===== config.mk =====
export PLATFORM = sky130hd
export DESIGN_NAME = owsa_engine
export DESIGN_NICKNAME = d
export VERILOG_FILES = /design/src/rtl/owsa_pkg.sv /design/src/rtl/owsa_decide.sv /design/src/rtl/owsa_seq.sv /design/src/rtl/owsa_engine.sv
export SDC_FILE = /design/constraint.sdc
export NUM_CORES = 1
export LEC_CHECK = 0
export BUFFER_PORTS_ARGS = -buffer_cell sky130_fd_sc_hd__buf_4
export CAP_MARGIN = 30
export CELL_PAD_IN_SITES_DETAIL_PLACEMENT = 1
export CELL_PAD_IN_SITES_GLOBAL_PLACEMENT = 1
export CORE_MARGIN = 2
export CORE_UTILIZATION = 44
export CTS_CLUSTER_SIZE = 30
export DETAILED_ROUTE_END_ITERATION = 8
export PLACE_DENSITY = 0.86
export SETUP_SLACK_MARGIN = 0.4
export SYNTH_ARGS = -nofsm -noshare
export SYNTH_HDL_FRONTEND = slang
export SYNTH_SLANG_ARGS = --single-unit

===== constraint.sdc =====
create_clock -name clk -period 1.86 [get_ports clk]
set_input_delay 0.372 -clock clk [delete_from_list [all_inputs] [get_ports clk]]
set_output_delay 0.372 -clock clk [all_outputs]
set_load 0.1 [all_outputs]

===== src/rtl/owsa_pkg.sv =====
package owsa_pkg;
  typedef enum logic [1:0] {ST_IDLE, ST_ISSUE, ST_WAIT} seq_st_e;
  typedef enum logic [1:0] {PH_ID, PH_CMP, PH_WR} lane_ph_e;
endpackage


===== src/rtl/owsa_decide.sv =====
// Direction choice for one ROM position from the bit/complement pair.
module owsa_decide (
  input  logic id_bit,
  input  logic cmp_bit,
  input  logic path_bit,
  output logic dir_bit,
  output logic disc_bit
);
  always_comb begin
    unique case ({id_bit, cmp_bit})
      2'b10:   begin dir_bit = 1'b1;     disc_bit = 1'b0; end
      2'b01:   begin dir_bit = 1'b0;     disc_bit = 1'b0; end
      2'b00:   begin dir_bit = path_bit; disc_bit = 1'b1; end
      default: begin dir_bit = 1'b1;     disc_bit = 1'b1; end
    endcase
  end
endmodule


===== src/rtl/owsa_seq.sv =====
// Slot sequencer: plain byte mode (one slot per bit) or search mode
// (three slots per lane).
module owsa_seq import owsa_pkg::*; #(
  parameter  int LANES  = 4,
  localparam int BYTE_W = 2 * LANES
) (
  input  logic              clk,
  input  logic              rst,
  input  logic              start,
  input  logic              mode,
  input  logic [BYTE_W-1:0] din,
  input  logic [LANES-1:0]  path_in,
  input  logic [BYTE_W-1:0] packed_in,
  output logic [LANES-1:0]  dir_o,
  output logic [LANES-1:0]  disc_o,
  output logic [BYTE_W-1:0] res_o,
  output logic              done_o,
  output logic              fin_o,
  output logic              busy_o,
  output logic              req_o,
  output logic              wbit_o,
  input  logic              ack_i,
  input  logic              rbit_i
);
  localparam int IW = (BYTE_W > 1) ? $clog2(BYTE_W) : 1;
  localparam int LW = (LANES > 1) ? $clog2(LANES) : 1;

  seq_st_e           state_q;
  lane_ph_e          ph_q;
  logic              srch_q;
  logic [BYTE_W-1:0] data_q;
  logic [LANES-1:0]  path_q;
  logic [IW-1:0]     bit_q;
  logic [LW-1:0]     lane_q;
  logic              id_q, cmp_q;
  logic [BYTE_W-1:0] shift_q, nxt_shift;
  logic              dir_w, disc_w, last_slot, accept;

  owsa_decide u_decide (
    .id_bit  (id_q),
    .cmp_bit (cmp_q),
    .path_bit(path_q[lane_q]),
    .dir_bit (dir_w),
    .disc_bit(disc_w)
  );

  assign accept    = start && (state_q == ST_IDLE);
  assign last_slot = srch_q ? ((ph_q == PH_WR) && (lane_q == LW'(LANES - 1)))
                            : (bit_q == IW'(BYTE_W - 1));
  assign fin_o     = (state_q == ST_WAIT) && ack_i && last_slot;
  assign busy_o    = (state_q != ST_IDLE);

  always_comb begin
    nxt_shift        = shift_q;
    nxt_shift[bit_q] = rbit_i;
  end

  always_ff @(posedge clk) begin
    if (rst) begin
      state_q <= ST_IDLE;
      ph_q    <= PH_ID;
      srch_q  <= 1'b0;
      data_q  <= '0;
      path_q  <= '0;
      bit_q   <= '0;
      lane_q  <= '0;
      id_q    <= 1'b0;
      cmp_q   <= 1'b0;
      shift_q <= '0;
      dir_o   <= '0;
      disc_o  <= '0;
      res_o   <= '0;
      done_o  <= 1'b0;
      req_o   <= 1'b0;
      wbit_o  <= 1'b1;
    end else begin
      done_o <= 1'b0;
      unique case (state_q)
        ST_IDLE: begin
          if (accept) begin
            srch_q  <= mode;
            data_q  <= din;
            path_q  <= path_in;
            bit_q   <= '0;
            lane_q  <= '0;
            ph_q    <= PH_ID;
            state_q <= ST_ISSUE;
          end
        end
        ST_ISSUE: begin
          req_o <= 1'b1;
          if (!srch_q) begin
            wbit_o <= data_q[bit_q];
          end else if (ph_q == PH_WR) begin
            wbit_o         <= dir_w;
            dir_o[lane_q]  <= dir_w;
            disc_o[lane_q] <= disc_w;
          end else begin
            wbit_o <= 1'b1;
          end
          state_q <= ST_WAIT;
        end
        ST_WAIT: begin
          if (ack_i) begin
            req_o <= 1'b0;
            if (srch_q) begin
              unique case (ph_q)
                PH_ID:   begin id_q  <= rbit_i; ph_q <= PH_CMP; end
                PH_CMP:  begin cmp_q <= rbit_i; ph_q <= PH_WR;  end
                default: begin
                  ph_q <= PH_ID;
                  if (!last_slot) lane_q <= lane_q + 1'b1;
                end
              endcase
            end else begin
              shift_q <= nxt_shift;
              if (!last_slot) bit_q <= bit_q + 1'b1;
            end
            if (last_slot) begin
              state_q <= ST_IDLE;
              done_o  <= 1'b1;
              res_o   <= srch_q ? packed_in : nxt_shift;
            end else begin
              state_q <= ST_ISSUE;
            end
          end
        end
        default: state_q <= ST_IDLE;
      endcase
    end
  end

  // a slot request is held until acknowledged, then released
  a_r12_req_hold: assert property (@(posedge clk) disable iff (rst)
    (req_o && !ack_i) |=> req_o);
  a_r12_req_drop: assert property (@(posedge clk) disable iff (rst)
    (req_o && ack_i) |=> !req_o);
  // completion strobe lasts one cycle
  a_r8_done_pulse: assert property (@(posedge clk) disable iff (rst)
    done_o |=> !done_o);
  // no slot traffic while idle
  a_r10_idle_quiet: assert property (@(posedge clk) disable iff (rst)
    (state_q == ST_IDLE) |-> !req_o);
endmodule


===== src/rtl/owsa_engine.sv =====
// One-wire byte engine with a search acceleration mode.
module owsa_engine #(
  parameter int LANES = 4
) (
  input  logic               clk,
  input  logic               rst,
  input  logic               search_en,
  input  logic               in_valid,
  input  logic [2*LANES-1:0] in_byte,
  input  logic               out_read,
  output logic [2*LANES-1:0] out_byte,
  output logic               out_done,
  output logic               rx_full,
  output logic               busy,
  output logic               slot_req,
  output logic               slot_wbit,
  input  logic               slot_ack,
  input  logic               slot_rbit
);
  localparam int BYTE_W = 2 * LANES;

  logic [LANES-1:0]  path_v, dir_v, disc_v;
  logic [BYTE_W-1:0] packed_v;
  logic              fin_w;

  // Odd input bits carry path choices; result interleaves chosen/flag.
  for (genvar l = 0; l < LANES; l++) begin : g_lane
    assign path_v[l]       = in_byte[2*l+1];
    assign packed_v[2*l+1] = dir_v[l];
    assign packed_v[2*l]   = disc_v[l];
  end

  owsa_seq #(.LANES(LANES)) u_seq (
    .clk      (clk),
    .rst      (rst),
    .start    (in_valid),
    .mode     (search_en),
    .din      (in_byte),
    .path_in  (path_v),
    .packed_in(packed_v),
    .dir_o    (dir_v),
    .disc_o   (disc_v),
    .res_o    (out_byte),
    .done_o   (out_done),
    .fin_o    (fin_w),
    .busy_o   (busy),
    .req_o    (slot_req),
    .wbit_o   (slot_wbit),
    .ack_i    (slot_ack),
    .rbit_i   (slot_rbit)
  );

  // Set has priority over the host read strobe.
  always_ff @(posedge clk) begin
    if (rst)         rx_full <= 1'b0;
    else if (fin_w)  rx_full <= 1'b1;
    else if (out_read) rx_full <= 1'b0;
  end

  // pending flag is up whenever completion is signalled
  a_r9_full_with_done: assert property (@(posedge clk) disable iff (rst)
    out_done |-> rx_full);
  // completion only follows an acknowledged slot
  a_r8_done_after_ack: assert property (@(posedge clk) disable iff (rst)
    out_done |-> $past(slot_ack));
endmodule


==> metrics.cfg <==
[sta]
finalHoldViolCount=0
rsz0062_at_grt=true
setup_viol=0
drv_slew=0
period_share=0.8605
slew_headroom=0.7549
finalSetupTns_ns=0
timing.fmax_ghz=0.6248
fin_skew_ns=0.007197
worstMarginPinSlew_ns=0.3676
layout_min_cycle_time_ns=1.600

[die]
dieArea_mm2=0.006196
dieHeight_um=78.72
core_mm2=0.005439
io_pins=28
die_w_um=78.72
initial_core_util=0.4516
rows=27

[global_routing]
grt_first_pass_wirelength_um=10380
antenna_found_initial=0
grt_max_degree=27
overflow=0
grtUsageTotal=0.2162
grt_pass1_vias=2110

[power_and_ir_drop]
p_comb_frac=0.149
power_density_mw_per_mm2=680.2
power.leakage_nw=1.277
peakVddDrop_mv=0.4831
switching_share=0.2746
pwr-share-clk=0.360
power_frac_seq=0.491
p_sw_mw=0.5977
internal-power_mw=1.579

[synthesis]
synthArstFlopShare=0
synth_nets=283
synth_warnings=0
synth_seq_area_share=0.3912
syn_area_mm2=0.002456
synth_cell_types=46
synth-edff-count=0
synth_top_area_cell=dfxtp_1
ys_top_cells_by_count=dfxtp_1, mux2i_1, nor2_1, nand2_1, a21oi_1
synthFlopType=dfxtp_1
synth_seq_cells=48
syn_avg_cell_area_um2=9.447
synth_area_leaders=dfxtp_1, mux2i_1, nor2_1, ha_1, a21oi_1
yosysMostFrequentCell=dfxtp_1
synth_cells=260
synth_top_area_share=0.3912

[placement]
dp_hpwl_um=4137
gp_congestion=0.8205
placed_area_mm2=0.002724
io_buffers=27

[finish]
fillers=600
fin_nets=324
drive_gt1_frac=0.3444
diodes=0
final_area_mm2=0.003199
area_delta_synth_final_pct=30.26

[route]
first_pass_iters=4
drc=0
num_vias=2185
drt_iter0_drc=115
wl_per_cell_um=20.83
antenna_left=0
routed_wl_um=7792
routed_via_density=5.842

[run_status]
status=finished, final reports clean

[setup_path]
cp_common_cell=ha_4
cp-start-kind=flop
setup.worst_path.end_class=flop
slowest_delay_ns=0.37
cp.arrival_ns=1.86
slowest_stage=dfxtp_4
criticalPathCategory=reg2reg
path_cells=ha_4, ha_4, nor2b_4, a21o_1, a31oi_4, a22o_1
cp_max_fo=8
worstPathRequired_ns=2.12

[clocking]
cts.path.max_buffers=2
holdBufCountCts=0
cts_root_buf=clkbuf_8
clk_pin_slew_ns=0.10
insertion_delay_ns=0.31
numClockSinks=48
cts_tree=yes
numCtsBuffers=5
htree_levels=2

[flow_run]
maxCapViolations=0

[worst_hold_path]
timing.hold.worst.class=in2reg

-- power by group through the flow --
stage	sequential, mW	clock [mW]	combinational (mW)
after detailed placement	1.10	0	0.232
after global routing	1.07	0.836	0.340
after CTS	1.07	0.789	0.267
after global placement	1.10	0	0.226
after floorplan	1.11	0	0.156
final	1.07	0.783	0.324
-- what timing repair did --
item / 4_1_cts / 5_1_grt
buffers inserted: 8 / 11
pin swaps: 10 / 18
hold endpoints to repair: 0 / 0
gates resized for setup: 23 / 25
endpoints found under the setup margin: 42 / 38
cloned: 0 / 1
-- cell families after synthesis --
family / share of synthesized area
AO/OA/AOI/OAI: 0.1635
AND/OR/NAND/NOR: 0.2053
multiplexers: 0.1442
adder cells (fa/ha/maj): 0.04076
buffers and inverters: 0.05502
flip-flops: 0.3912
-- state kept, by name, summed over array words and instances, names as in the netlist, 2 cells and up --
name and flops:
u_seq.bit_q 3, u_seq.data_q 5, u_seq.dir_o 4, u_seq.disc_o 4, u_seq.lane_q 2, u_seq.path_q 3, u_seq.ph_q 2, u_seq.res_o 8
u_seq.shift_q 8, u_seq.state_q 2
-- final timing paths --
kind                            depth (start not counted)                   startpoint  slack, ns                           end
worst max-delay path                                    6  u_seq.bit_q[0]$_SDFFE_PP0P_       0.26   u_seq.res_o[3]$_SDFFE_PP0P_
worst min-delay path                                    3                   in_byte[0]       0.29  u_seq.data_q[0]$_SDFFE_PP0P_
worst max register to register                          6  u_seq.bit_q[0]$_SDFFE_PP0P_       0.26   u_seq.res_o[3]$_SDFFE_PP0P_
worst min register to register                          1  u_seq.res_o[4]$_SDFFE_PP0P_       0.49   u_seq.res_o[4]$_SDFFE_PP0P_
-- per-layer routing --
| metal | routed length (um) | track usage |
|---|---|---|
| met1 | 3115 | 0.2557 |
| met2 | 4054 | 0.3752 |
| met3 | 316 | 0.04773 |
| met4 | 306 | 0.09474 |
| met5 | 0 | 0 |
-- stage by stage --
step	setup WS (ns)	hold slack, ns	std cells	power (mW)	util
after floorplan	0.4108	0.4527	260	1.265	-
after global placement	0.2551	0.4682	346	1.327	0.5008
after detailed placement	0.2059	0.4714	346	1.333	0.5008
after CTS	0.3295	0.2854	362	2.123	0.5480
after global routing	0.2196	0.3018	374	2.247	0.5882
final	0.2595	0.2949	374	2.176	0.5882
-- cell type report --
| cell class | instances | area, um2 | share of cell area |
|---|---|---|---|
| tap | 72 | 90.09 | 0.02816 |
| clock inverter | 3 | 42.54 | 0.01330 |
| multi-input combinational | 184 | 1520 | 0.4752 |
| clock buffer | 5 | 68.82 | 0.02151 |
| timing repair buffer | 54 | 457.9 | 0.1431 |
| sequential | 48 | 989.7 | 0.3093 |
| inverter | 8 | 30.03 | 0.009386 |
-- worst max-delay path, delay by kind of cell, from the launching register on --
family | cells | cell delay (ns)
simple gates | 1 | 0.14
fa+ha+maj | 2 | 0.33
compound gates | 3 | 0.69
flops | 1 | 0.37
-- placed cells by master, fill, tap and decap left out, types with 2 or more instances in the layout --
cell type	n
a21o_1	2
buf_4	43
nor2b_1	2
buf_12	2
and2_0	2
mux2i_1	32
inv_1	8
a311oi_1	5
a2bb2oi_1	3
dfxtp_2	2
nor3b_2	2
a22o_1	8
o21ai_0	9
a21oi_2	3
nor3_2	3
nor2_1	27
nand4_1	3
dfxtp_4	7
nand3b_1	6
dfxtp_1	39
clkbuf_8	5
and2_1	2
ha_4	3
nand3_1	4
nand2_1	17
a311oi_2	3
a21oi_4	2
a21oi_1	14
ha_1	5
buf_6	8
nand2b_1	2
Power figures use the tool's default switching activity.
